`config.mk`:
```
export PLATFORM = sky130hd
export DESIGN_NAME = quad_pos_counter
export DESIGN_NICKNAME = d
export VERILOG_FILES = /design/src/rtl/qpc_pkg.sv /design/src/rtl/qpc_ctrl.sv /design/src/rtl/qpc_dpath.sv /design/src/rtl/quad_pos_counter.sv
export SDC_FILE = /design/constraint.sdc
export NUM_CORES = 1
export LEC_CHECK = 0
export ABC_AREA = 1
export BUFFER_PORTS_ARGS = -buffer_cell sky130_fd_sc_hd__clkbuf_2
export CAP_MARGIN = 20
export CORE_MARGIN = 1.5
export CORE_UTILIZATION = 35
export CTS_BUF_LIST = sky130_fd_sc_hd__clkbuf_16
export DETAILED_ROUTE_END_ITERATION = 10
export PLACE_DENSITY_LB_ADDON = 0.2
export SETUP_SLACK_MARGIN = 0.15
export SLEW_MARGIN = 10
export SYNTH_ARGS = -nofsm -noshare
export SYNTH_HDL_FRONTEND = slang
export SYNTH_HIERARCHICAL = 1
export SYNTH_SLANG_ARGS = --single-unit
```
`constraint.sdc`:
```
create_clock -name clk -period 2.65 [get_ports clk]
set_clock_uncertainty 0.05 [all_clocks]
set_input_delay 0.265 -clock clk [delete_from_list [all_inputs] [get_ports clk]]
set_output_delay 0.265 -clock clk [all_outputs]
set_load 0.005 [all_outputs]
```
`src/rtl/qpc_pkg.sv`:
```
package qpc_pkg;

  localparam int ADDR_W = 8;
  localparam logic [ADDR_W-1:0] ADDR_POS = 8'h00;
  localparam logic [ADDR_W-1:0] ADDR_MAX = 8'h08;
  localparam logic [ADDR_W-1:0] ADDR_DEC = 8'h28;
  localparam logic [ADDR_W-1:0] ADDR_RUN = 8'h2A;

  typedef enum logic [1:0] {
    SRC_QUAD  = 2'd0,
    SRC_PDIR  = 2'd1,
    SRC_UP    = 2'd2,
    SRC_DOWN  = 2'd3
  } cntSrc_e;

  // Decoded configuration handed from the datapath registers to the control.
  typedef struct packed {
    cntSrc_e mode;
    logic    dblEdge;
    logic    swapAB;
    logic    invA;
    logic    invB;
    logic    en;
  } decCfg_t;

  // Strobes from the control to the datapath.
  typedef struct packed {
    logic cntUp;
    logic cntDn;
    logic phaseBad;
  } cntStrobe_t;

  // Classify a quadrature step: {up, down, illegal}.
  function automatic logic [2:0] quadStep(input logic [1:0] prevAB, input logic [1:0] curAB);
    logic [2:0] res;
    res = 3'b000;
    if ((prevAB ^ curAB) == 2'b11) res = 3'b001;
    else if (prevAB != curAB) begin
      unique case ({prevAB, curAB})
        4'b0001, 4'b0111, 4'b1110, 4'b1000: res = 3'b100;
        default: res = 3'b010;
      endcase
    end
    return res;
  endfunction

endpackage

```
`src/rtl/qpc_ctrl.sv`:
```
module qpc_ctrl
  import qpc_pkg::*;
#(
  parameter int SYNC_STAGES = 2
) (
  input  logic       clk,
  input  logic       rstN,
  input  logic       pinA,
  input  logic       pinB,
  input  decCfg_t    cfg,
  output cntStrobe_t strobes
);

  logic [SYNC_STAGES-1:0] syncA, syncB;
  logic polA, polB, curA, curB, prevA, prevB;
  logic riseA, fallA;
  logic [2:0] qStep;

  always_ff @(posedge clk) begin
    if (!rstN) begin
      syncA <= '0;
      syncB <= '0;
      prevA <= 1'b0;
      prevB <= 1'b0;
    end else begin
      syncA <= {syncA[SYNC_STAGES-2:0], pinA};
      syncB <= {syncB[SYNC_STAGES-2:0], pinB};
      prevA <= curA;
      prevB <= curB;
    end
  end

  always_comb begin
    polA  = syncA[SYNC_STAGES-1] ^ cfg.invA;
    polB  = syncB[SYNC_STAGES-1] ^ cfg.invB;
    curA  = cfg.swapAB ? polB : polA;
    curB  = cfg.swapAB ? polA : polB;
    riseA = curA & ~prevA;
    fallA = ~curA & prevA;
    qStep = quadStep({prevA, prevB}, {curA, curB});
  end

  always_comb begin
    strobes = '0;
    if (cfg.en) begin
      unique case (cfg.mode)
        SRC_QUAD: begin
          strobes.cntUp    = qStep[2];
          strobes.cntDn    = qStep[1];
          strobes.phaseBad = qStep[0];
        end
        SRC_PDIR: begin
          strobes.cntUp = riseA & curB;
          strobes.cntDn = riseA & ~curB;
        end
        SRC_UP:   strobes.cntUp = riseA | (cfg.dblEdge & fallA);
        SRC_DOWN: strobes.cntDn = riseA | (cfg.dblEdge & fallA);
        default: ;
      endcase
    end
  end

  // never both directions at once
  a_r2_one_direction: assert property (@(posedge clk) disable iff (!rstN)
    $onehot0({strobes.cntUp, strobes.cntDn}));

  // B alone never counts in pulse/direction mode
  a_r4_b_no_count: assert property (@(posedge clk) disable iff (!rstN)
    (cfg.mode == SRC_PDIR && curA == prevA) |-> !(strobes.cntUp || strobes.cntDn));

  // B is ignored in up/down modes
  a_r5_b_ignored: assert property (@(posedge clk) disable iff (!rstN)
    (cfg.mode[1] && curA == prevA) |-> !(strobes.cntUp || strobes.cntDn));

endmodule

```
`src/rtl/qpc_dpath.sv`:
```
module qpc_dpath
  import qpc_pkg::*;
#(
  parameter int              CNT_W     = 32,
  parameter logic [CNT_W-1:0] MAX_RESET = '1
) (
  input  logic              clk,
  input  logic              rstN,
  input  logic              regWrEn,
  input  logic [ADDR_W-1:0] regAddr,
  input  logic [CNT_W-1:0]  regWdata,
  input  cntStrobe_t        strobes,
  output logic [CNT_W-1:0]  regRdata,
  output logic [CNT_W-1:0]  posCount,
  output logic              phaseErr,
  output decCfg_t           cfg
);

  localparam int CTL_W = 16;

  logic [CNT_W-1:0] posCnt, maxPos, posNext;
  logic [CTL_W-1:0] decWord, runWord;
  logic             posWrOk;

  assign posWrOk = regWrEn && (regAddr == ADDR_POS) && (regWdata <= maxPos);

  always_comb begin
    posNext = posCnt;
    if (posWrOk)              posNext = regWdata;
    else if (strobes.cntUp)   posNext = (posCnt >= maxPos) ? '0 : posCnt + 1'b1;
    else if (strobes.cntDn)   posNext = (posCnt == '0) ? maxPos : posCnt - 1'b1;
  end

  always_ff @(posedge clk) begin
    if (!rstN) begin
      posCnt   <= '0;
      maxPos   <= MAX_RESET;
      decWord  <= '0;
      runWord  <= '0;
      phaseErr <= 1'b0;
    end else begin
      posCnt <= posNext;
      if (strobes.phaseBad) phaseErr <= 1'b1;
      if (regWrEn && regAddr == ADDR_MAX) maxPos  <= regWdata;
      if (regWrEn && regAddr == ADDR_DEC) decWord <= regWdata[CTL_W-1:0];
      if (regWrEn && regAddr == ADDR_RUN) runWord <= regWdata[CTL_W-1:0];
    end
  end

  always_comb begin
    cfg.mode    = cntSrc_e'(decWord[15:14]);
    cfg.dblEdge = decWord[11];
    cfg.swapAB  = decWord[10];
    cfg.invA    = decWord[8];
    cfg.invB    = decWord[7];
    cfg.en      = runWord[3];
  end

  always_comb begin
    unique case (regAddr)
      ADDR_POS: regRdata = posCnt;
      ADDR_MAX: regRdata = maxPos;
      ADDR_DEC: regRdata = {{(CNT_W-CTL_W){1'b0}}, decWord};
      ADDR_RUN: regRdata = {{(CNT_W-CTL_W){1'b0}}, runWord};
      default:  regRdata = '0;
    endcase
  end

  assign posCount = posCnt;

  // phase error is sticky
  a_r3_sticky_error: assert property (@(posedge clk) disable iff (!rstN)
    phaseErr |=> phaseErr);

  // disabled and no write keeps the count
  a_r6_hold_when_off: assert property (@(posedge clk) disable iff (!rstN)
    (!cfg.en && !posWrOk) |=> $stable(posCount));

  // out-of-range write with no stroke leaves the count
  a_r7_reject_write: assert property (@(posedge clk) disable iff (!rstN)
    (regWrEn && regAddr == ADDR_POS && regWdata > maxPos && !strobes.cntUp && !strobes.cntDn)
      |=> $stable(posCount));

  // wrap at the top and at zero
  a_r8_wrap_up: assert property (@(posedge clk) disable iff (!rstN)
    (strobes.cntUp && !posWrOk && posCount == maxPos) |=> posCount == '0);
  a_r8_wrap_down: assert property (@(posedge clk) disable iff (!rstN)
    (strobes.cntDn && !posWrOk && posCount == '0) |=> posCount == $past(maxPos));

  // an accepted write wins over a count stroke
  a_r9_write_wins: assert property (@(posedge clk) disable iff (!rstN)
    posWrOk |=> posCount == $past(regWdata));

endmodule

```
`src/rtl/quad_pos_counter.sv`:
```
module quad_pos_counter
  import qpc_pkg::*;
#(
  parameter int               CNT_W       = 32,
  parameter int               SYNC_STAGES = 2,
  parameter logic [CNT_W-1:0] MAX_RESET   = '1
) (
  input  logic              clk,
  input  logic              rstN,
  input  logic              pinA,
  input  logic              pinB,
  input  logic              regWrEn,
  input  logic [ADDR_W-1:0] regAddr,
  input  logic [CNT_W-1:0]  regWdata,
  output logic [CNT_W-1:0]  regRdata,
  output logic [CNT_W-1:0]  posCount,
  output logic              phaseErr
);

  decCfg_t    cfg;
  cntStrobe_t strobes;

  qpc_ctrl #(.SYNC_STAGES(SYNC_STAGES)) uCtrl (
    .clk(clk), .rstN(rstN), .pinA(pinA), .pinB(pinB),
    .cfg(cfg), .strobes(strobes)
  );

  qpc_dpath #(.CNT_W(CNT_W), .MAX_RESET(MAX_RESET)) uDpath (
    .clk(clk), .rstN(rstN), .regWrEn(regWrEn), .regAddr(regAddr),
    .regWdata(regWdata), .strobes(strobes), .regRdata(regRdata),
    .posCount(posCount), .phaseErr(phaseErr), .cfg(cfg)
  );

endmodule

```
== Word-level counts from Yosys, hierarchy flattened ==
Cells that the tools add are included.
Widths: inputs -> output; s select.

* Register bits after elaboration: 103
* Input port bits: 45
* Output and inout port bits: 65
* Logic and storage cells: 62

* Add/sub/neg operators: 2
* Order comparisons: 2
* Equal/unequal tests: 12
* Muxes and demuxes: 15
* Bitwise operators: 12
* Reduce and logical (&&, ||, !) cells: 10

{| class="wikitable"
|+ Operators by type and width
! cell !! number
|-
| $mux 32 || 5
|-
| $pmux 32 s4 || 1
|-
| $add 32x1->32 const B || 1
|-
| $ge 32x32->1 || 1
|-
| $le 32x32->1 || 1
|-
| $logic_not 32->1 || 1
|-
| $sub 32x1->32 const B || 1
|-
| $eq 8x6->1 const B || 2
|-
| $mux 3 || 4
|-
| $eq 4x4->1 const B || 2
|-
| $eq 8x4->1 const B || 1
|-
| $logic_not 8->1 || 1
|-
| $eq 2x2->1 const B || 3
|-
| $pmux 1 s3 || 2
|-
| $and 1x1->1 || 5
|-
| $logic_and 1x1->1 || 5
|-
| $eq 4x1->1 const B || 1
|-
| $eq 4x3->1 const B || 1
|-
| $reduce_or 4->1 || 1
|-
| $mux 1 || 3
|-
| $not 1->1 || 3
|-
| $reduce_bool 3->1 || 1
|-
| $eq 2x1->1 const B || 1
|-
| $logic_not 2->1 || 1
|-
| 4 further kinds || 5
|}

== Logic depth before layout (Yosys ltp) ==
Gate-level depths: netlist (run 1).

* Depth after elaboration: 12
* Gate-level depth with buffers: 28

== By module ==
The synthesis (run 1) kept the hierarchy.

{| class="wikitable"
|+ By module, submodules not included
! module !! instances !! cells each !! area each (sq um) !! seq. area each (sq um)
|-
| qpc_dpath || 1 || 1477 || 8802.2 || 1941.9
|-
| qpc_ctrl || 1 || 79 || 460.4 || 120.1
|}

== Worst setup path after synthesis (run 1) ==
Ideal clock, no wire load.

* Path kind: reg-to-reg
* From: register uDpath.decWord[7]
* To: register uDpath.posCnt[1] (netlist: uDpath/posCount[1])
* Library setup time: 0.064 ns
* Data arrival time: 2.609 ns
* Path slack: -0.072 ns
* Cell stages (with the launch flop): 28
* Path buffers: 3
* Period minus slack after synthesis: 2.722 ns
* Cells stage by stage: dfxtp_1 buf_4 inv_1 nand2_2 nand2_1 nand2_1 nand2_1 inv_1 ha_1 nand3_1 inv_1 nor2_1 nand2_1 a21oi_1 buf_2 inv_2 nor2_1 nand2_1 nor2_1 nand2_1 a21oi_2 buf_2 nand3_1 nand2_1 nand2_1 nand2_1 nor2_1 nor2_1

{| class="wikitable"
|+ RTL lines
! what !! RTL line !! source
|-
| start: declaration || qpc_dpath.sv:22 || <nowiki>logic [CTL_W-1:0] decWord, runWord;</nowiki>
|-
| start signal: assignment || qpc_dpath.sv:45 || <nowiki>if (regWrEn && regAddr == ADDR_DEC) decWord <= regWdata[CTL_W-1:0];</nowiki>
|-
| end signal: assignment || qpc_dpath.sv:42 || <nowiki>posCnt <= posNext;</nowiki>
|-
| end: declaration || qpc_dpath.sv:21 || <nowiki>logic [CNT_W-1:0] posCnt, maxPos, posNext;</nowiki>
|}

==> results of run 1 <==
## repair_timing
action                                  4_1_cts  5_1_grt
resized for setup                            38       38
setup buffers                                11        6
pin swaps                                    16       26
endpoints found under the setup margin       32       33
gates cloned                                  0        1
## routing by layer
layer  up-vias  track usage  wire length (µm)
met5         -            0                 0
met4         0       0.0736               779
met3        45       0.0387              2290
met1      5033        0.391             18200
li1       5371            -                 -
met2       338        0.438             17300
## path summary, 6_finish.rpt
path	startpoint	endpoint	slack (ns)	depth (start not counted)
setup / recovery	uDpath/decWord[8]	uDpath/posCount[15]	-0.05	25
hold / removal	pinA	uCtrl/syncA[0]	0.02	3
setup reg to reg	uDpath/decWord[8]	uDpath/posCount[15]	-0.05	25
hold reg to reg	uCtrl/syncB[0]	uCtrl/syncB[1]	0.36	2
## through the flow
step / instances / setup TNS [ns] / instance area, µm²
final: 2058 / -0.301 / 11300
after floorplan: 1556 / 0 / 9280
after global placement: 2024 / -0.0715 / 10600
after CTS: 2051 / 0 / 11100
after detailed placement: 2024 / -0.269 / 10600
after global routing: 2058 / -3.69 / 11300
## cell families after synthesis
| group | count (synthesis) | share of synthesized area |
|---|---|---|
| AND/OR/NAND/NOR | 854 | 0.389 |
| AO/OA/AOI/OAI | 244 | 0.150 |
| buffers and inverters | 258 | 0.119 |
| XOR/XNOR | 28 | 0.0265 |
| flip-flops | 103 | 0.223 |
| adder cells (fa/ha/maj) | 69 | 0.0932 |
## registers in the layout, summed over array words and instances (netlist names)
register,cells
uCtrl/syncA,2
uDpath/runWord,16
uCtrl/prevA,1
uCtrl/syncB,2
uDpath/maxPos,32
uDpath/phaseErr,1
uDpath/decWord,16
uDpath/posCount,32
uCtrl/prevB,1
## worst reg2reg max path: cells and delay by family (launching register included)
family                   cells  cell delay [ns]
flip-flops                   1             0.37
adder cells (fa/ha/maj)      1             0.12
AND/OR/NAND/NOR             15             0.98
buffers and inverters        6             0.60
AO/OA/AOI/OAI                3             0.51
## cells in the final DEF (no fill, tap or decap), types with 3 or more instances in the layout
| master | n |
|---|---|
| a21oi_1 | 96 |
| buf_12 | 5 |
| buf_4 | 97 |
| buf_6 | 8 |
| clkbuf_16 | 10 |
| clkbuf_2 | 108 |
| dfxtp_1 | 98 |
| dfxtp_2 | 5 |
| ha_1 | 67 |
| inv_1 | 172 |
| inv_2 | 15 |
| inv_8 | 3 |
| nand2_1 | 422 |
| nand2_2 | 23 |
| nand3_1 | 137 |
| nand3_2 | 16 |
| nand3b_1 | 3 |
| nand4_1 | 12 |
| nor2_1 | 195 |
| nor2_2 | 18 |
| nor2_4 | 7 |
| nor3_1 | 11 |
| o211ai_1 | 33 |
| o211ai_2 | 3 |
| o21ai_0 | 61 |
| o21ai_1 | 5 |
| o21ai_2 | 5 |
| o22ai_1 | 32 |
| xor2_1 | 28 |
## cell type report
class                           instances  area [µm²]  share of cell area
Multi-Input combinational cell       1195        6320               0.558
Sequential cell                       103        2070               0.183
Timing Repair Buffer                  220        1490               0.132
Inverter                              189         712              0.0629
Tap cell                              335         419              0.0370
Clock buffer                            9         225              0.0199
Clock inverter                          7        83.8             0.00741
## where the power goes
group / leakage [nW] / internal (W) / switching (W) / total [W]
Clock: 0.151 / 0.000681 / 0.000768 / 0.00145
Combinational: 4.87 / 0.000118 / 0.000233 / 0.000351
Sequential: 0.834 / 0.00155 / 0.00000474 / 0.00156
==> flow_metrics.py, run 1 <==
metrics = {
    "global_routing": {
        "grt_pass1_vias": 10100,
        "grt-ovfl-total": 0,
        "antenna_found_initial": 0,
        "grt_max_degree": 57,
        "grt_pass1_wl_um": 59500,
        "grt_usage": 0.276,
    },
    "worst_setup_path": {
        "cpPeakStageDelay_ns": 0.37,
        "path_class": "reg -> reg",
        "cp_max_fo": 7,
        "cp_data_required_time_ns": 2.91,
        "critical-path-top-delay-family": "simple AND/OR/NAND/NOR gates",
        "crit_path_end_kind": "flop",
        "worstPathBufferInverterCount": 6,
        "cp_slowest_cell": "dfxtp_2",
        "arrival_ns": 2.96,
        "cp_common_cell": "nand2_1",
        "setup.worst_path.start_class": "flop",
    },
    "route": {
        "drt_first_pass_iters": 5,
        "drt-total-wl_um": 38600,
        "vias_per_cell": 5.24,
        "routedWlPerCell_um": 18.8,
        "detail-route-antenna-nets": 0,
        "drc": 0,
        "vias": 10800,
        "first_iter_violations": 960,
    },
    "placement": {
        "io_buffers": 109,
        "place_congestion": 1.06,
        "preCtsSetupSlack_ns": -0.0708,
        "hpwl_um": 30000,
    },
    "worst_hold_path": {
        "hp-class": "in -> reg",
    },
    "logic_synthesis": {
        "ys_warn_count": 6,
        "syn-num-nets": 1670,
        "yosysSeqAreaShare": 0.223,
        "synth_cells": 1556,
        "yosysMostFrequentCell": "nand2_1",
        "synth-seq-cells": 103,
        "synth-async-reset-ratio": 0,
        "synth_top_area_cell": "dfxtp_1",
        "synthTopCellsByArea": "dfxtp_1, nand2_1, ha_1",
        "synth_edf_count": 0,
        "yosys.cell_types.count": 39,
        "yosys.area.top_type_share": 0.223,
        "synth_area_um2": 9260,
        "synth_area_per_cell_um2": 5.95,
        "ys_top_cells_by_count": "nand2_1, nor2_1, inv_1, nand3_1, dfxtp_1",
        "synthFlopType": "dfxtp_1",
    },
    "floorplan": {
        "core_um2": 26000,
        "die_y_um": 166,
        "rows": 59,
        "die_w_um": 166,
        "die_area_um2": 27400,
        "initial_utilization": 0.356,
        "ios": 110,
    },
    "timing": {
        "whs_ns": 0.0220,
        "hold_viol": 0,
        "drv_slew": 0,
        "setup_viol": 9,
        "worstMarginPinSlew_ns": 0.642,
        "fin_crit_ns": 2.70,
        "finalCritPeriodShare": 1.02,
        "max_freq_mhz": 370,
        "fin_ws_ns": -0.0511,
        "rsz0062_at_grt": "true",
        "relSlewSlack": 0.572,
    },
    "clocking": {
        "clk_pin_slew_ns": 0.09,
        "ctsLongestPathBuffers": 2,
        "htreeDepth": 3,
        "cts.sinks": 103,
        "cts_buffers": 9,
        "cts_root_buf": "clkbuf_16",
        "clock_latency_ns": 0.37,
        "cts_hold_buf": 0,
        "tritoncts": "yes",
    },
    "final_layout": {
        "antenna_cells": 0,
        "fin_nets": 1832,
        "area_growth_pct": 22.2,
        "layout-drive-gt1-share": 0.200,
        "n_fill_cell": 2864,
        "final_core_utilization": 0.435,
    },
    "flow_run": {
        "cap_violations": 0,
    },
    "pwr": {
        "p_total_w": 0.00336,
        "ir_worst_vdd_v": 0.000321,
        "p_leak_nw": 5.86,
        "powerDensity_nw_per_um2": 297,
    },
    "outcome": {
        "run_status": "finished with violations",
        "failed_checks": "setup timing",
    },
}
(Power assumes the default switching activity.)
==> run 2: changes to the inputs <==
Settings changed: SKIP_LAST_GASP from default to 1.
Clock period 2.65 ns to 2.4 ns, I/O delays scaled along.
==> run 2 against run 1 <==
Net effect: the flow still finishes with violations (setup timing); total power up 13%; sequential power up 10%; largest power group unchanged; setup slack worse by 0.28 ns; maximum frequency down 0.93%; final cell count up 2.6%; combinational power up 16%; routed wire length up 3.3%; clock power up 15%; critical endpoint is now uDpath/posCount[25]; utilization up 2.3 points; first-iteration DRC count up 8.9%; die area unchanged.
==> flow_metrics.py, run 2 (same netlist as run 1, synthesis figures left out) <==
metrics = {
    "final_layout": {
        "n_fill_cell": 2827,
        "layout_common_cells": "nand2_1, nor2_1, inv_1",
        "fin_nets": 1886,
        "final_core_utilization": 0.459,
        "antenna_cells": 0,
        "multiInputGateArea_um2": 6290,
        "register_area_um2": 2070,
        "area_growth_pct": 28.7,
        "layout-drive-gt1-share": 0.219,
        "layout_commonest_cell": "nand2_1",
    },
    "worst_setup_path": {
        "r2r_start": "uCtrl/syncA[1]",
        "endpoint": "uDpath/posCount[25]",
        "rrSetupSlack_ns": -0.33,
        "rr_worst_depth": 26,
        "crit_path_end_kind": "flop",
        "reg2reg_to": "uDpath/posCount[25]",
        "cp_slowest_cell": "dfxtp_2",
        "arrival_ns": 2.99,
        "cp_data_required_time_ns": 2.66,
        "startpoint": "uCtrl/syncA[1]",
        "cp_max_fo": 5,
        "setup.worst_path.start_class": "flop",
        "path_class": "reg -> reg",
        "cpPeakStageDelay_ns": 0.36,
    },
    "global_routing": {
        "grt_busiest_layer": "met2",
        "grt_util_met1": 0.397,
        "antenna_found_initial": 0,
        "grt-ovfl-total": 0,
        "globalRouteMet3Util": 0.0437,
        "met2_usage": 0.457,
        "grt_pass1_wl_um": 60800,
        "grt_max_degree": 65,
        "grt_usage": 0.285,
        "grt_pass1_vias": 10400,
    },
    "floorplan": {
        "ios": 110,
        "initial_utilization": 0.356,
        "die_y_um": 166,
        "rows": 59,
        "die_w_um": 166,
        "core_um2": 26000,
        "die_area_um2": 27400,
    },
    "route": {
        "drc": 0,
        "routedWlPerCell_um": 18.9,
        "drt-total-wl_um": 39900,
        "first_iter_violations": 1045,
        "detail-route-antenna-nets": 0,
        "vias": 11100,
        "vias_per_cell": 5.25,
        "drt_first_pass_iters": 5,
    },
    "pwr": {
        "ir_worst_vdd_v": 0.000270,
        "p_leak_nw": 6.23,
        "powerDensity_nw_per_um2": 319,
        "p_total_w": 0.00380,
    },
    "outcome": {
        "run_status": "finished with violations",
        "failed_checks": "setup timing",
    },
    "timing": {
        "drv_slew": 0,
        "hold_viol": 0,
        "fin_crit_ns": 2.73,
        "max_freq_mhz": 367,
        "relSlewSlack": 0.679,
        "rsz0062_at_grt": "true",
        "setup_viol": 32,
        "finalCritPeriodShare": 1.14,
        "worstMarginPinSlew_ns": 0.481,
        "fin_ws_ns": -0.326,
    },
    "worst_hold_path": {
        "hp-class": "in -> reg",
    },
    "clocking": {
        "cts_buffers": 9,
        "cts_root_buf": "clkbuf_16",
        "ctsLongestPathBuffers": 2,
        "tritoncts": "yes",
        "htreeDepth": 3,
        "cts.sinks": 103,
        "clk_pin_slew_ns": 0.10,
        "clock_latency_ns": 0.38,
    },
    "placement": {
        "preCtsSetupSlack_ns": -0.347,
        "place_congestion": 1.06,
        "hpwl_um": 30600,
        "io_buffers": 109,
    },
    "flow_run": {
        "cap_violations": 0,
    },
}
## run 2: cell count changes in the layout (fill, tap and decap cells not counted), moves of 2 or more
| cell | delta |
|---|---|
| buf_12 | +10 |
| buf_16 | +2 |
| buf_4 | +38 |
| clkinv_4 | -2 |
| dlygate4sd3_1 | +2 |
| inv_2 | -3 |
| nand2_2 | +2 |
| nand3_1 | +4 |
| nand3_2 | -4 |
## run 2: metal layers
| layer | wire length [µm] | part of all wire | up-vias |
|---|---|---|---|
| met5 | 70 | 0.0018 | - |
| met3 | 3030 | 0.076 | 56 |
| li1 | - | - | 5484 |
| met4 | 845 | 0.021 | 2 |
| met2 | 18100 | 0.45 | 404 |
| met1 | 17800 | 0.45 | 5144 |
## run 2: worst max-delay path, delay by kind of cell, from the launching register on
family / cells / cell delay [ns]
flops: 1 / 0.36
compound gates: 2 / 0.36
fa+ha+maj: 1 / 0.26
buf+inv: 7 / 0.49
simple gates: 16 / 1.11
## run 2: where the power goes
group          leakage (nW)  internal, W  switching, W
clock                 0.151     0.000764      0.000905
sequential            0.834      0.00172    0.00000577
combinational          5.25     0.000148      0.000260
total                  6.23      0.00263       0.00117
## run 2: area by class of cell
class | instances | area share
Tap cell | 335 | 0.0352
Sequential cell | 103 | 0.173
Clock buffer | 9 | 0.0189
Timing Repair Buffer | 274 | 0.177
Multi-Input combinational cell | 1195 | 0.528
Inverter | 189 | 0.0601
Clock inverter | 7 | 0.00798
## run 2: repair_timing
| action | in CTS | in global routing |
|---|---|---|
| cloned | 3 | 2 |
| hold buffers | 2 | 0 |
| endpoints found under the hold margin | 2 | 0 |
| resized for setup | 33 | 43 |
| endpoints found under the setup margin | 32 | 36 |
| pin swaps | 6 | 27 |
| setup buffers | 6 | 9 |
## run 2: worst min-delay path by stage
stage	start	slack (ns)	cells past startpoint	end
after global placement	uCtrl/syncA[0]	0.35	2	uCtrl/syncA[1]
after floorplan	rstN	0.28	2	uCtrl/syncA[0]
final	regWdata[29]	0.06	3	uDpath/maxPos[29]
after CTS	regWdata[29]	0.06	3	uDpath/maxPos[29]
after global routing	regWdata[24]	0.09	3	uDpath/maxPos[24]
after detailed placement	uCtrl/syncA[0]	0.35	2	uCtrl/syncA[1]
## run 2: stage by stage
step / hold WS, ns / area [µm²] / setup TNS (ns) / cells
after floorplan: 0.283 / 9300 / -3.16 / 1556
after CTS: 0.0564 / 11600 / -8.11 / 2101
after global placement: 0.351 / 11000 / -7.16 / 2074
after global routing: 0.0934 / 11900 / -15.09 / 2112
after detailed placement: 0.351 / 11000 / -8.50 / 2074
final: 0.0615 / 11900 / -8.79 / 2112
